==> src/rtl/pcs_rx_pkg.sv <==
package pcs_rx_pkg;

  localparam logic [9:0] DELIM_START = 10'b11000_10001;
  localparam logic [9:0] DELIM_END   = 10'b01101_00111;
  localparam logic [4:0] GROUP_IDLE  = 5'b11111;

  typedef struct packed {
    logic load;   // capture the group presented in the upper window half
    logic pre;    // group is a start delimiter: present 0x5
    logic clear;  // zero the nibble and error outputs
  } rxStrobe_t;

  typedef struct packed {
    logic       valid;
    logic [3:0] nib;
  } decoded_t;

  function automatic decoded_t decodeGroup(input logic [4:0] g);
    decoded_t d;
    d.valid = 1'b1;
    unique case (g)
      5'b11110: d.nib = 4'h0;
      5'b01001: d.nib = 4'h1;
      5'b10100: d.nib = 4'h2;
      5'b10101: d.nib = 4'h3;
      5'b01010: d.nib = 4'h4;
      5'b01011: d.nib = 4'h5;
      5'b01110: d.nib = 4'h6;
      5'b01111: d.nib = 4'h7;
      5'b10010: d.nib = 4'h8;
      5'b10011: d.nib = 4'h9;
      5'b10110: d.nib = 4'hA;
      5'b10111: d.nib = 4'hB;
      5'b11010: d.nib = 4'hC;
      5'b11011: d.nib = 4'hD;
      5'b11100: d.nib = 4'hE;
      5'b11101: d.nib = 4'hF;
      default: begin
        d.valid = 1'b0;
        d.nib   = 4'h0;
      end
    endcase
    return d;
  endfunction

endpackage

==> src/rtl/pcs_rx_dp.sv <==
module pcs_rx_dp
  import pcs_rx_pkg::*;
#(
  parameter int LOCK_RUN = 30
) (
  input  logic       clk,
  input  logic       rstN,
  input  logic       rxBit,
  input  logic       scramEn,
  input  logic       symMode,
  input  rxStrobe_t  strb,
  output logic [9:0] winNow,
  output logic       lock,
  output logic [3:0] rxd,
  output logic       rxEr
);

  localparam int LFSR_W = 11;
  localparam int CNT_W  = $clog2(LOCK_RUN + 1);

  logic [LFSR_W-1:0] lfsr;
  logic [8:0]        win;
  logic [CNT_W-1:0]  runCnt;
  logic              keyPred, plainBit, lfsrIn;
  decoded_t          dec;

  // Descrambler: predicted key from x^11 + x^9 + 1; before lock the
  // register is seeded from inverted line bits (idle is all ones).
  assign keyPred  = lfsr[10] ^ lfsr[8];
  assign plainBit = scramEn ? (rxBit ^ keyPred) : rxBit;
  assign lfsrIn   = lock ? keyPred : ~rxBit;
  assign winNow   = {win, plainBit};
  assign dec      = decodeGroup(winNow[9:5]);

  always_ff @(posedge clk) begin
    if (!rstN) begin
      lfsr   <= '0;
      win    <= '0;
      runCnt <= '0;
      lock   <= 1'b0;
    end else begin
      lfsr <= {lfsr[LFSR_W-2:0], lfsrIn};
      win  <= winNow[8:0];
      if (!lock) begin
        if (scramEn && plainBit) begin
          if (runCnt == CNT_W'(LOCK_RUN - 1)) lock <= 1'b1;
          else runCnt <= runCnt + 1'b1;
        end else begin
          runCnt <= '0;
        end
      end
    end
  end

  always_ff @(posedge clk) begin
    if (!rstN || strb.clear) begin
      rxd  <= '0;
      rxEr <= 1'b0;
    end else if (strb.load) begin
      if (symMode) begin
        {rxEr, rxd} <= winNow[9:5];
      end else if (strb.pre) begin
        rxd  <= 4'h5;
        rxEr <= 1'b0;
      end else begin
        rxd  <= dec.nib;
        rxEr <= ~dec.valid;
      end
    end
  end

  a_r1_lock_sticky: assert property (@(posedge clk) disable iff (!rstN)
    lock |=> lock);

  a_r1_no_early_lock: assert property (@(posedge clk) disable iff (!rstN)
    $rose(lock) |-> $past(scramEn));

endmodule

==> src/rtl/pcs_rx_ctl.sv <==
module pcs_rx_ctl
  import pcs_rx_pkg::*;
(
  input  logic       clk,
  input  logic       rstN,
  input  logic       scramEn,
  input  logic       lock,
  input  logic [9:0] winNow,
  output rxStrobe_t  strb,
  output logic       rxDv,
  output logic       crs
);

  typedef enum logic { HUNT, FRAME } ctlState_t;

  ctlState_t  state;
  logic [2:0] bitCnt;
  logic       kNext;
  logic       huntOk, startHit, boundary, packetEnd;

  assign huntOk    = lock | ~scramEn;
  assign startHit  = (state == HUNT) && huntOk && (winNow == DELIM_START);
  assign boundary  = (state == FRAME) && (bitCnt == 3'd4);
  assign packetEnd = boundary &&
                     ((winNow == DELIM_END) || (winNow[9:5] == GROUP_IDLE));

  always_comb begin
    strb       = '0;
    strb.load  = startHit || (boundary && !packetEnd);
    strb.pre   = startHit || (boundary && kNext);
    strb.clear = packetEnd;
  end

  always_ff @(posedge clk) begin
    if (!rstN) begin
      state  <= HUNT;
      bitCnt <= '0;
      kNext  <= 1'b0;
      rxDv   <= 1'b0;
      crs    <= 1'b0;
    end else if (state == HUNT) begin
      if (startHit) begin
        state  <= FRAME;
        bitCnt <= '0;
        kNext  <= 1'b1;
        rxDv   <= 1'b1;
        crs    <= 1'b1;
      end else if (!huntOk) begin
        crs <= 1'b0;
      end else if (!winNow[0]) begin
        crs <= 1'b1;
      end else if (&winNow) begin
        crs <= 1'b0;
      end
    end else begin
      bitCnt <= boundary ? 3'd0 : bitCnt + 3'd1;
      if (packetEnd) begin
        state <= HUNT;
        rxDv  <= 1'b0;
        crs   <= 1'b0;
        kNext <= 1'b0;
      end else if (boundary) begin
        kNext <= 1'b0;
      end
    end
  end

  a_r5_count_bound: assert property (@(posedge clk) disable iff (!rstN)
    bitCnt <= 3'd4);

  a_r9_dv_under_crs: assert property (@(posedge clk) disable iff (!rstN)
    rxDv |-> crs);

  a_r6_end_drops_dv: assert property (@(posedge clk) disable iff (!rstN)
    packetEnd |=> !rxDv && !crs);

endmodule

==> src/rtl/pcs_rx_aligner.sv <==
module pcs_rx_aligner
  import pcs_rx_pkg::*;
#(
  parameter int LOCK_RUN = 30
) (
  input  logic       clk,
  input  logic       rstN,
  input  logic       rxBit,
  input  logic       scramEn,
  input  logic       symMode,
  output logic [3:0] rxd,
  output logic       rxDv,
  output logic       rxEr,
  output logic       crs,
  output logic       lock
);

  rxStrobe_t  strb;
  logic [9:0] winNow;

  pcs_rx_dp #(.LOCK_RUN(LOCK_RUN)) u_dp (
    .clk(clk), .rstN(rstN), .rxBit(rxBit), .scramEn(scramEn),
    .symMode(symMode), .strb(strb), .winNow(winNow), .lock(lock),
    .rxd(rxd), .rxEr(rxEr)
  );

  pcs_rx_ctl u_ctl (
    .clk(clk), .rstN(rstN), .scramEn(scramEn), .lock(lock),
    .winNow(winNow), .strb(strb), .rxDv(rxDv), .crs(crs)
  );

  a_r7_err_in_frame: assert property (@(posedge clk) disable iff (!rstN)
    rxEr |-> rxDv);

  a_r3_first_nibble: assert property (@(posedge clk) disable iff (!rstN)
    ($rose(rxDv) && !$past(symMode)) |-> (rxd == 4'h5 && !rxEr));

endmodule

==> config.mk <==
export PLATFORM = sky130hd
export DESIGN_NAME = pcs_rx_aligner
export DESIGN_NICKNAME = d
export VERILOG_FILES = /design/src/rtl/pcs_rx_pkg.sv /design/src/rtl/pcs_rx_dp.sv /design/src/rtl/pcs_rx_ctl.sv /design/src/rtl/pcs_rx_aligner.sv
export SDC_FILE = /design/constraint.sdc
export NUM_CORES = 1
export LEC_CHECK = 0
export BUFFER_PORTS_ARGS = -buffer_cell sky130_fd_sc_hd__clkbuf_2
export CAP_MARGIN = 20
export CORE_MARGIN = 3
export CORE_UTILIZATION = 55
export DETAILED_ROUTE_END_ITERATION = 12
export PLACE_DENSITY = 0.86
export SLEW_MARGIN = 20
export SYNTH_ARGS = -nofsm -noshare
export SYNTH_HDL_FRONTEND = slang
export SYNTH_SLANG_ARGS = --single-unit
==> constraint.sdc <==
create_clock -name clk -period 2.1 [get_ports clk]
set_input_delay 0.105 -clock clk [delete_from_list [all_inputs] [get_ports clk]]
set_output_delay 0.105 -clock clk [all_outputs]
set_load 0.01 [all_outputs]
==> results of run 1 <==
## per-layer routing
layer,track usage,vias to the layer above,routed length (µm),share of wire
li1,-,727,-,-
met1,0.2338,667,1581,0.47
met2,0.3017,28,1672,0.49
met3,0.05935,2,130,0.038
met4,0.09091,0,15,0.0044
met5,0,-,0,0
## sequential cells by signal (all words and copies together) (netlist names)
signal and cells:
u_ctl.state 1, u_dp.rxd 4, u_ctl.rxDv 1, u_dp.lfsr 11, u_dp.win 9, u_ctl.crs 1
u_ctl.bitCnt 3, u_dp.runCnt 5, u_dp.lock 1, u_ctl.kNext 1, u_dp.rxEr 1
## worst min path at each step
stage	to	from	slack [ns]
after floorplan	u_ctl.crs	rstN	0.28
after global placement	u_dp.lfsr[1]	u_dp.lfsr[0]	0.41
after detailed placement	u_dp.lfsr[4]	u_dp.lfsr[3]	0.42
after CTS	u_dp.lfsr[0]	rxBit	0.08
after global routing	u_dp.lfsr[0]	rxBit	0.11
final	u_dp.lfsr[0]	rxBit	0.09
## power breakdown
group | switching, µW | leakage (µW) | internal, µW | total [µW]
Clock | 263 | 0.0000554 | 372 | 635
Sequential | 4.98 | 0.000307 | 729 | 734
Combinational | 29.7 | 0.000402 | 20.4 | 50.2
## worst reg2reg max path, stage by stage, from the launching register on
cell      delay (ns)
dfxtp_1         0.36
xnor2_1         0.18
or3_1           0.46
a211oi_4        0.42
a31oi_1         0.11
o31ai_1         0.25
## cells by family after synthesis
group | after synthesis | share of synthesized area
and+or+nand+nor | 83 | 0.2710
AOI/OAI and AO/OA | 44 | 0.1891
DFF | 38 | 0.4258
buffers and inverters | 17 | 0.03711
xor gates and xnor gates | 7 | 0.04272
adders and majority gates | 4 | 0.02801
muxes | 1 | 0.006302
## stage by stage
step                hold WS, ns  total power (µW)
finish                  0.09097              1419
global route             0.1068              1467
detailed placement       0.4230             800.0
global placement         0.4140             798.9
floorplan                0.2839             783.9
CTS                     0.08430              1430
## final cells by class
class / instances / area, µm²
Clock buffer: 5 / 37.54
Fill cell: 256 / 1076
Multi-Input combinational cell: 139 / 959.7
Sequential cell: 38 / 760.7
Clock inverter: 3 / 68.82
Tap cell: 44 / 55.05
Inverter: 6 / 22.52
Timing Repair Buffer: 17 / 97.59
## cell usage in the layout (no fill, tap or decap), types with 3 or more instances in the layout
cell,n
ha_1,4
nor2b_1,3
a21oi_1,6
a211oi_1,3
nand2b_1,3
clkbuf_4,5
and3_1,4
o31ai_1,5
and2_1,22
nand3_1,3
and4_1,4
a311oi_1,3
nor2_1,10
nand2_1,15
nand4_1,3
inv_1,6
clkbuf_2,12
a21boi_0,4
nor3_1,4
o21ai_0,4
a31oi_1,3
nand4b_1,3
buf_4,5
xnor2_1,4
dfxtp_1,38
==> impl_metrics.prom, run 1 <==
# TYPE chip_impl_metric gauge
chip_impl_metric{name="relSlewSlack",unit=""} 0.6982
chip_impl_info{name="worst_setup_ep",value="u_dp.rxd[0]"} 1
chip_impl_metric{name="drt_wl_total",unit="mm"} 3.399
chip_impl_metric{name="drt_iter0_markers",unit=""} 102
chip_impl_info{name="dominantRegCellSynth",value="dfxtp_1"} 1
chip_impl_metric{name="io_buffers",unit=""} 12
chip_impl_metric{name="core_region_area",unit="µm²"} 3078
chip_impl_metric{name="detail_route.wl_per_cell",unit="µm"} 13.49
chip_impl_metric{name="die_area",unit="µm²"} 3968
chip_impl_metric{name="path_depth",unit=""} 5
chip_impl_metric{name="cts_post_setup_buffers_inserted",unit=""} 0
chip_impl_metric{name="setup_violations",unit=""} 0
chip_impl_metric{name="dp_hpwl",unit="mm"} 2.349
chip_impl_metric{name="critPathRequiredTime",unit="ns"} 2.39
chip_impl_metric{name="netlist.area_leader.share",unit=""} 0.4258
chip_impl_metric{name="pin_count",unit=""} 13
chip_impl_metric{name="synth_area",unit="µm²"} 1787
chip_impl_metric{name="detail-route-antenna-nets",unit=""} 0
chip_impl_metric{name="worst_skew_pair.late_latency",unit="ns"} 0.36
chip_impl_metric{name="die_x",unit="µm"} 63.00
chip_impl_metric{name="fraction_of_layout_instances_using_a_drive_strength_above_1",unit=""} 0.1490
chip_impl_metric{name="r2r_slack",unit="ns"} 0.25
chip_impl_metric{name="worstPathBufferInverterCount",unit=""} 0
chip_impl_metric{name="synth_edf_count",unit=""} 0
chip_impl_metric{name="syn_avg_cell_area",unit="µm²"} 9.210
chip_impl_metric{name="insertedDiodeCount",unit=""} 0
chip_impl_metric{name="layoutNonFillerInstCount",unit=""} 252
chip_impl_info{name="min-delay-path-class",value="in2reg"} 1
chip_impl_metric{name="post_cts_resize_count",unit=""} 0
chip_impl_info{name="cpMaxStageDelayCell",value="or3_1"} 1
chip_impl_metric{name="die_span_in_y",unit="µm"} 63.00
chip_impl_metric{name="grt_pass1_vias",unit=""} 1329
chip_impl_metric{name="clk_path_buf_depth",unit=""} 2
chip_impl_metric{name="post_synthesis_cells",unit=""} 194
chip_impl_metric{name="groute.usage.overall",unit=""} 0.1906
chip_impl_metric{name="timing.critical_path.arrival",unit="ns"} 2.13
chip_impl_metric{name="min_period_over_period",unit=""} 0.8791
chip_impl_metric{name="worstPathMaxFanout",unit=""} 8
chip_impl_metric{name="drc",unit=""} 0
chip_impl_info{name="critical_path.reg2reg.endpoint",value="u_dp.rxd[0]"} 1
chip_impl_metric{name="synth.lib_cells_used.distinct",unit=""} 48
chip_impl_metric{name="detail_route.first_pass.iterations",unit=""} 4
chip_impl_info{name="critical_path.endpoint_type",value="flop"} 1
chip_impl_info{name="status",value="completed"} 1
chip_impl_info{name="setup.worst_path.class",value="reg2reg"} 1
chip_impl_metric{name="final_max_slew_viol_count",unit=""} 0
chip_impl_info{name="synth.area.top_cells",value="dfxtp_1 43%, and2_1 7.7%, nand2_1 3.2%"} 1
chip_impl_metric{name="placement.cell_area",unit="µm²"} 1896
chip_impl_metric{name="setup_ws",unit="ns"} 0.2538
chip_impl_metric{name="cts.sinks",unit=""} 38
chip_impl_metric{name="clock.fmax",unit="MHz"} 541.7
chip_impl_metric{name="placementRows",unit=""} 20
chip_impl_metric{name="globalplace.congestion",unit=""} 0.7767
chip_impl_metric{name="synth.net_count",unit=""} 203
chip_impl_info{name="path_delay_family",value="compound AO/OA/AOI/OAI gates"} 1
chip_impl_info{name="worst_setup_path_start_kind",value="flop"} 1
chip_impl_metric{name="post_cts_hold_buffer_count",unit=""} 0
chip_impl_metric{name="cts_made_buffers",unit=""} 5
chip_impl_metric{name="clock-skew-final",unit="ns"} 0.009460
chip_impl_metric{name="fin_util",unit=""} 0.6504
chip_impl_metric{name="clkTransAtPathRegs",unit="ns"} 0.12
chip_impl_metric{name="synth_async_sr_flop_share",unit=""} 0
chip_impl_metric{name="layout-area-overhead-vs-synth",unit="%"} 12.04
chip_impl_metric{name="fin_tns_setup",unit="ns"} 0
chip_impl_info{name="synth.largest_area_cell",value="dfxtp_1"} 1
chip_impl_info{name="cts_root_buffer",value="clkbuf_4"} 1
chip_impl_metric{name="dr_total_vias",unit=""} 1424
chip_impl_metric{name="timing.critical_path.slowest_cell_delay",unit="ns"} 0.46
chip_impl_info{name="cts_tree",value="done"} 1
chip_impl_metric{name="transition_time_at_the_pin_with_the_least_slew_margin",unit="ns"} 0.4480
chip_impl_info{name="rsz0062_at_grt",value="no"} 1
chip_impl_metric{name="worstHoldPathCells",unit=""} 3
chip_impl_metric{name="ff2ff_path_depth",unit=""} 5
chip_impl_metric{name="grt_first_pass_wirelength",unit="mm"} 5.940
chip_impl_metric{name="finish.net_count",unit=""} 216
chip_impl_metric{name="power.density",unit="nW/µm²"} 708.6
chip_impl_metric{name="initial_utilization",unit=""} 0.5805
chip_impl_metric{name="timing.final.hold_violations",unit=""} 0
chip_impl_info{name="synth_most_common_cell",value="dfxtp_1"} 1
chip_impl_metric{name="initial_antenna_violation_count",unit=""} 0
chip_impl_metric{name="synth.yosys.seq_area_share",unit=""} 0.4258
chip_impl_metric{name="ctsHtreeMaxLevel",unit=""} 2
chip_impl_metric{name="cells_after_dpl",unit=""} 244
chip_impl_metric{name="max-cap-violations",unit=""} 0
chip_impl_info{name="rr_startpoint",value="u_dp.lfsr[8]"} 1
chip_impl_metric{name="power.ir.vdd_worst",unit="V"} 0.0003647
chip_impl_metric{name="avgViaCountPerCell",unit=""} 5.651
chip_impl_metric{name="final.min_clock_period",unit="ns"} 1.846
chip_impl_info{name="timing.critical_path.cells",value="xnor2_1 > or3_1 > a211oi_4 > a31oi_1 > o31ai_1"} 1
chip_impl_metric{name="grt_max_degree",unit=""} 21
chip_impl_metric{name="global_route.overflow_total",unit=""} 0
chip_impl_info{name="crit_start",value="u_dp.lfsr[8]"} 1
chip_impl_metric{name="worst_setup_slack_before_clock_tree_synthesis",unit="ns"} 0.2839
chip_impl_metric{name="cellLeakagePower",unit="µW"} 0.0007646
chip_impl_metric{name="finalInstanceArea",unit="µm²"} 2002
chip_impl_info{name="most_frequent_cells_after_synthesis",value="38 x dfxtp_1, 22 x and2_1, 15 x nand2_1"} 1
chip_impl_metric{name="postSynthRegisterBits",unit=""} 38
chip_impl_metric{name="synth-warning-count",unit=""} 0
Note: power is estimated with default switching activity, not from simulation.
==> run 2: changes to the inputs <==
Clock period 2.1 ns to 1.7 ns, I/O delays scaled along.
==> run 2 against run 1 <==
  * The flow now finishes with violations (setup timing)
  * Global-route usage is 0.39 points lower
  * Sequential share of layout area is 4.0 points lower
  * Clock skew is 0.0016 ns lower
  * Utilization is 8.4 points higher
  * Routed wire length is 13% higher
  * Worst hold slack worse by 0.031 ns
  * Cell count is 5.6% higher
  * First-iteration DRC count is 55% higher
  * Combinational power is 58% higher
  * Power is 14% higher
  * Via count is 4.6% higher
==> impl_metrics.prom, run 2 (synthesis gave the netlist of run 1 again) <==
# TYPE chip_impl_metric gauge
chip_impl_metric{name="pin_count",unit=""} 13
chip_impl_info{name="status",value="complete, but fails checks"} 1
chip_impl_info{name="timing.critical_path.cells",value="nor4bb_1 > and4_1 > a21bo_4 > a311oi_1 > a211oi_2"} 1
chip_impl_info{name="critical_path.reg2reg.endpoint",value="u_dp.rxd[2]"} 1
chip_impl_metric{name="worstHoldPathCells",unit=""} 2
chip_impl_metric{name="drt_iter0_markers",unit=""} 158
chip_impl_metric{name="die_area",unit="µm²"} 3968
chip_impl_metric{name="worst_skew_pair.late_latency",unit="ns"} 0.37
chip_impl_metric{name="max-cap-violations",unit=""} 0
chip_impl_metric{name="final_max_slew_viol_count",unit=""} 0
chip_impl_info{name="final_common_cell",value="dfxtp_1"} 1
chip_impl_metric{name="grt_max_degree",unit=""} 23
chip_impl_metric{name="clock-skew-final",unit="ns"} 0.007811
chip_impl_metric{name="drt_wl_total",unit="mm"} 3.853
chip_impl_metric{name="drt-met1-wl",unit="mm"} 1.750
chip_impl_info{name="hold_path.startpoint",value="rstN"} 1
chip_impl_metric{name="drc",unit=""} 0
chip_impl_metric{name="cts_made_buffers",unit=""} 5
chip_impl_metric{name="r2r_slack",unit="ns"} -0.12
chip_impl_metric{name="final.min_clock_period",unit="ns"} 1.815
chip_impl_metric{name="worstPathBufferInverterCount",unit=""} 0
chip_impl_metric{name="fin_tns_setup",unit="ns"} -0.3560
chip_impl_metric{name="insertedDiodeCount",unit=""} 0
chip_impl_info{name="violations_in_the_final_reports",value="setup timing"} 1
chip_impl_metric{name="post_cts_hold_buffer_count",unit=""} 0
chip_impl_metric{name="ff2ff_path_depth",unit=""} 5
chip_impl_metric{name="core_region_area",unit="µm²"} 3078
chip_impl_info{name="min_delay_worst_endpoint",value="u_ctl.bitCnt[0]"} 1
chip_impl_info{name="worst_setup_path_start_kind",value="flop"} 1
chip_impl_metric{name="timing.final.hold_violations",unit=""} 0
chip_impl_metric{name="globalplace.congestion",unit=""} 0.8366
chip_impl_info{name="regMostFlops",value="u_dp.lfsr"} 1
chip_impl_metric{name="finalHoldWorstSlack",unit="ns"} 0.05963
chip_impl_info{name="rsz0062_at_grt",value="yes"} 1
chip_impl_metric{name="initial_antenna_violation_count",unit=""} 0
chip_impl_metric{name="io_buffers",unit=""} 12
chip_impl_metric{name="dp_hpwl",unit="mm"} 2.470
chip_impl_info{name="path_delay_family",value="compound AO/OA/AOI/OAI gates"} 1
chip_impl_info{name="cts_root_buffer",value="clkbuf_4"} 1
chip_impl_metric{name="die_span_in_y",unit="µm"} 63.00
chip_impl_metric{name="cellLeakagePower",unit="µW"} 0.0008547
chip_impl_metric{name="relSlewSlack",unit=""} 0.7907
chip_impl_metric{name="avgViaCountPerCell",unit=""} 5.598
chip_impl_metric{name="met2WireLength",unit="mm"} 1.826
chip_impl_metric{name="ctsHtreeMaxLevel",unit=""} 2
chip_impl_metric{name="dr_total_vias",unit=""} 1489
chip_impl_metric{name="clock.fmax",unit="MHz"} 550.9
chip_impl_metric{name="timing.critical_path.slowest_cell_delay",unit="ns"} 0.37
chip_impl_metric{name="groute.usage.overall",unit=""} 0.1868
chip_impl_metric{name="grt_first_pass_wirelength",unit="mm"} 5.830
chip_impl_metric{name="power.density",unit="nW/µm²"} 716.0
chip_impl_info{name="cpMaxStageDelayCell",value="dfxtp_1"} 1
chip_impl_metric{name="placementRows",unit=""} 20
chip_impl_metric{name="worstPathMaxFanout",unit=""} 5
chip_impl_metric{name="timing.critical_path.arrival",unit="ns"} 2.07
chip_impl_metric{name="final.fill_count",unit=""} 209
chip_impl_metric{name="grt_pass1_vias",unit=""} 1324
chip_impl_metric{name="met3WireLength",unit="µm"} 147
chip_impl_metric{name="detail_route.wl_per_cell",unit="µm"} 14.48
chip_impl_metric{name="global_route.overflow_total",unit=""} 0
chip_impl_metric{name="initial_utilization",unit=""} 0.5805
chip_impl_metric{name="min_period_over_period",unit=""} 1.068
chip_impl_metric{name="layout-area-overhead-vs-synth",unit="%"} 26.54
chip_impl_metric{name="finish.net_count",unit=""} 230
chip_impl_info{name="top_signal_layer_used",value="met4"} 1
chip_impl_info{name="critical_path.endpoint_type",value="flop"} 1
chip_impl_metric{name="setup_violations",unit=""} 6
chip_impl_info{name="setup.worst_path.class",value="reg2reg"} 1
chip_impl_metric{name="die_x",unit="µm"} 63.00
chip_impl_metric{name="cts.sinks",unit=""} 38
chip_impl_metric{name="transition_time_at_the_pin_with_the_least_slew_margin",unit="ns"} 0.3118
chip_impl_info{name="mostFrequentLayoutCells",value="34 x dfxtp_1, 22 x and2_1, 15 x buf_4"} 1
chip_impl_metric{name="fraction_of_layout_instances_using_a_drive_strength_above_1",unit=""} 0.3063
chip_impl_info{name="top_regs",value="u_dp.lfsr x11, u_dp.win x9, u_dp.runCnt x5"} 1
chip_impl_info{name="min-delay-path-class",value="in2reg"} 1
chip_impl_metric{name="setup_ws",unit="ns"} -0.1151
chip_impl_metric{name="detail_route.first_pass.iterations",unit=""} 4
chip_impl_metric{name="clk_path_buf_depth",unit=""} 2
chip_impl_info{name="cts_tree",value="done"} 1
chip_impl_metric{name="critPathRequiredTime",unit="ns"} 1.96
chip_impl_metric{name="power.ir.vdd_worst",unit="V"} 0.0005520
chip_impl_metric{name="detail-route-antenna-nets",unit=""} 0
chip_impl_info{name="rr_startpoint",value="u_dp.win[6]"} 1
chip_impl_metric{name="p_total",unit="µW"} 1619
chip_impl_metric{name="clkTransAtPathRegs",unit="ns"} 0.12
chip_impl_metric{name="largest_reg_flops",unit=""} 11
==> run 2: worst reg2reg max path, cell delays in order (launching register included) <==
cell and delay [ns]:
dfxtp_1 0.37, nor4bb_1 0.32, and4_1 0.32, a21bo_4 0.29, a311oi_1 0.35, a211oi_2 0.06
==> run 2: final cells by class <==
type / count / area, µm² / area share
clock buffer: 5 / 37.54 / 0.01660
clock inverter: 3 / 45.04 / 0.01992
inverter: 6 / 22.52 / 0.009961
multi-input combinational: 139 / 1115 / 0.4931
sequential: 38 / 768.2 / 0.3398
tap: 44 / 55.05 / 0.02435
timing repair buffer: 31 / 217.7 / 0.09629
==> run 2: per-layer routing <==
| metal | vias up | GRT usage |
|---|---|---|
| li1 | 758 | - |
| met1 | 688 | 0.2268 |
| met2 | 28 | 0.2912 |
| met3 | 15 | 0.06475 |
| met4 | 0 | 0.09366 |
| met5 | - | 0 |
==> run 2: what timing repair did <==
item,in CTS,in global routing
pin swaps,1,16
resized for setup,5,32
endpoints found under the setup margin,8,12
setup buffers,0,2
==> run 2: worst max path at each step <==
stage / to / cells after the start / from / slack, ns
finish: u_dp.rxd[2] / 5 / u_dp.win[6] / -0.12
global route: u_dp.rxd[2] / 5 / u_dp.win[6] / -0.21
CTS: u_dp.rxEr / 5 / u_dp.lfsr[10] / 0.0004
detailed placement: u_dp.rxEr / 5 / u_dp.lfsr[8] / -0.05
global placement: u_dp.rxd[3] / 5 / u_dp.lfsr[8] / 0.01
floorplan: u_dp.rxd[2] / 6 / u_dp.lfsr[10] / 0.02
==> run 2: through the flow <==
stage          area [µm²]  cells    util  setup slack [ns]
2_1_floorplan        1787    194       -           0.02192
3_3_place_gp         1986    256  0.6451           0.01444
3_5_place_dp         1986    256  0.6451          -0.04670
4_1_cts              2088    264  0.6785         0.0004368
5_1_grt              2261    266  0.7346           -0.2078
6_report             2261    266  0.7346           -0.1151
==> run 2: where the power goes <==
group          total [µW]  internal (µW)  leakage, µW  switching (µW)
clock                 633            308    0.0000374             325
sequential            906            899     0.000310            7.31
combinational        79.5           32.0     0.000508            47.4
total                1620           1240     0.000855             380
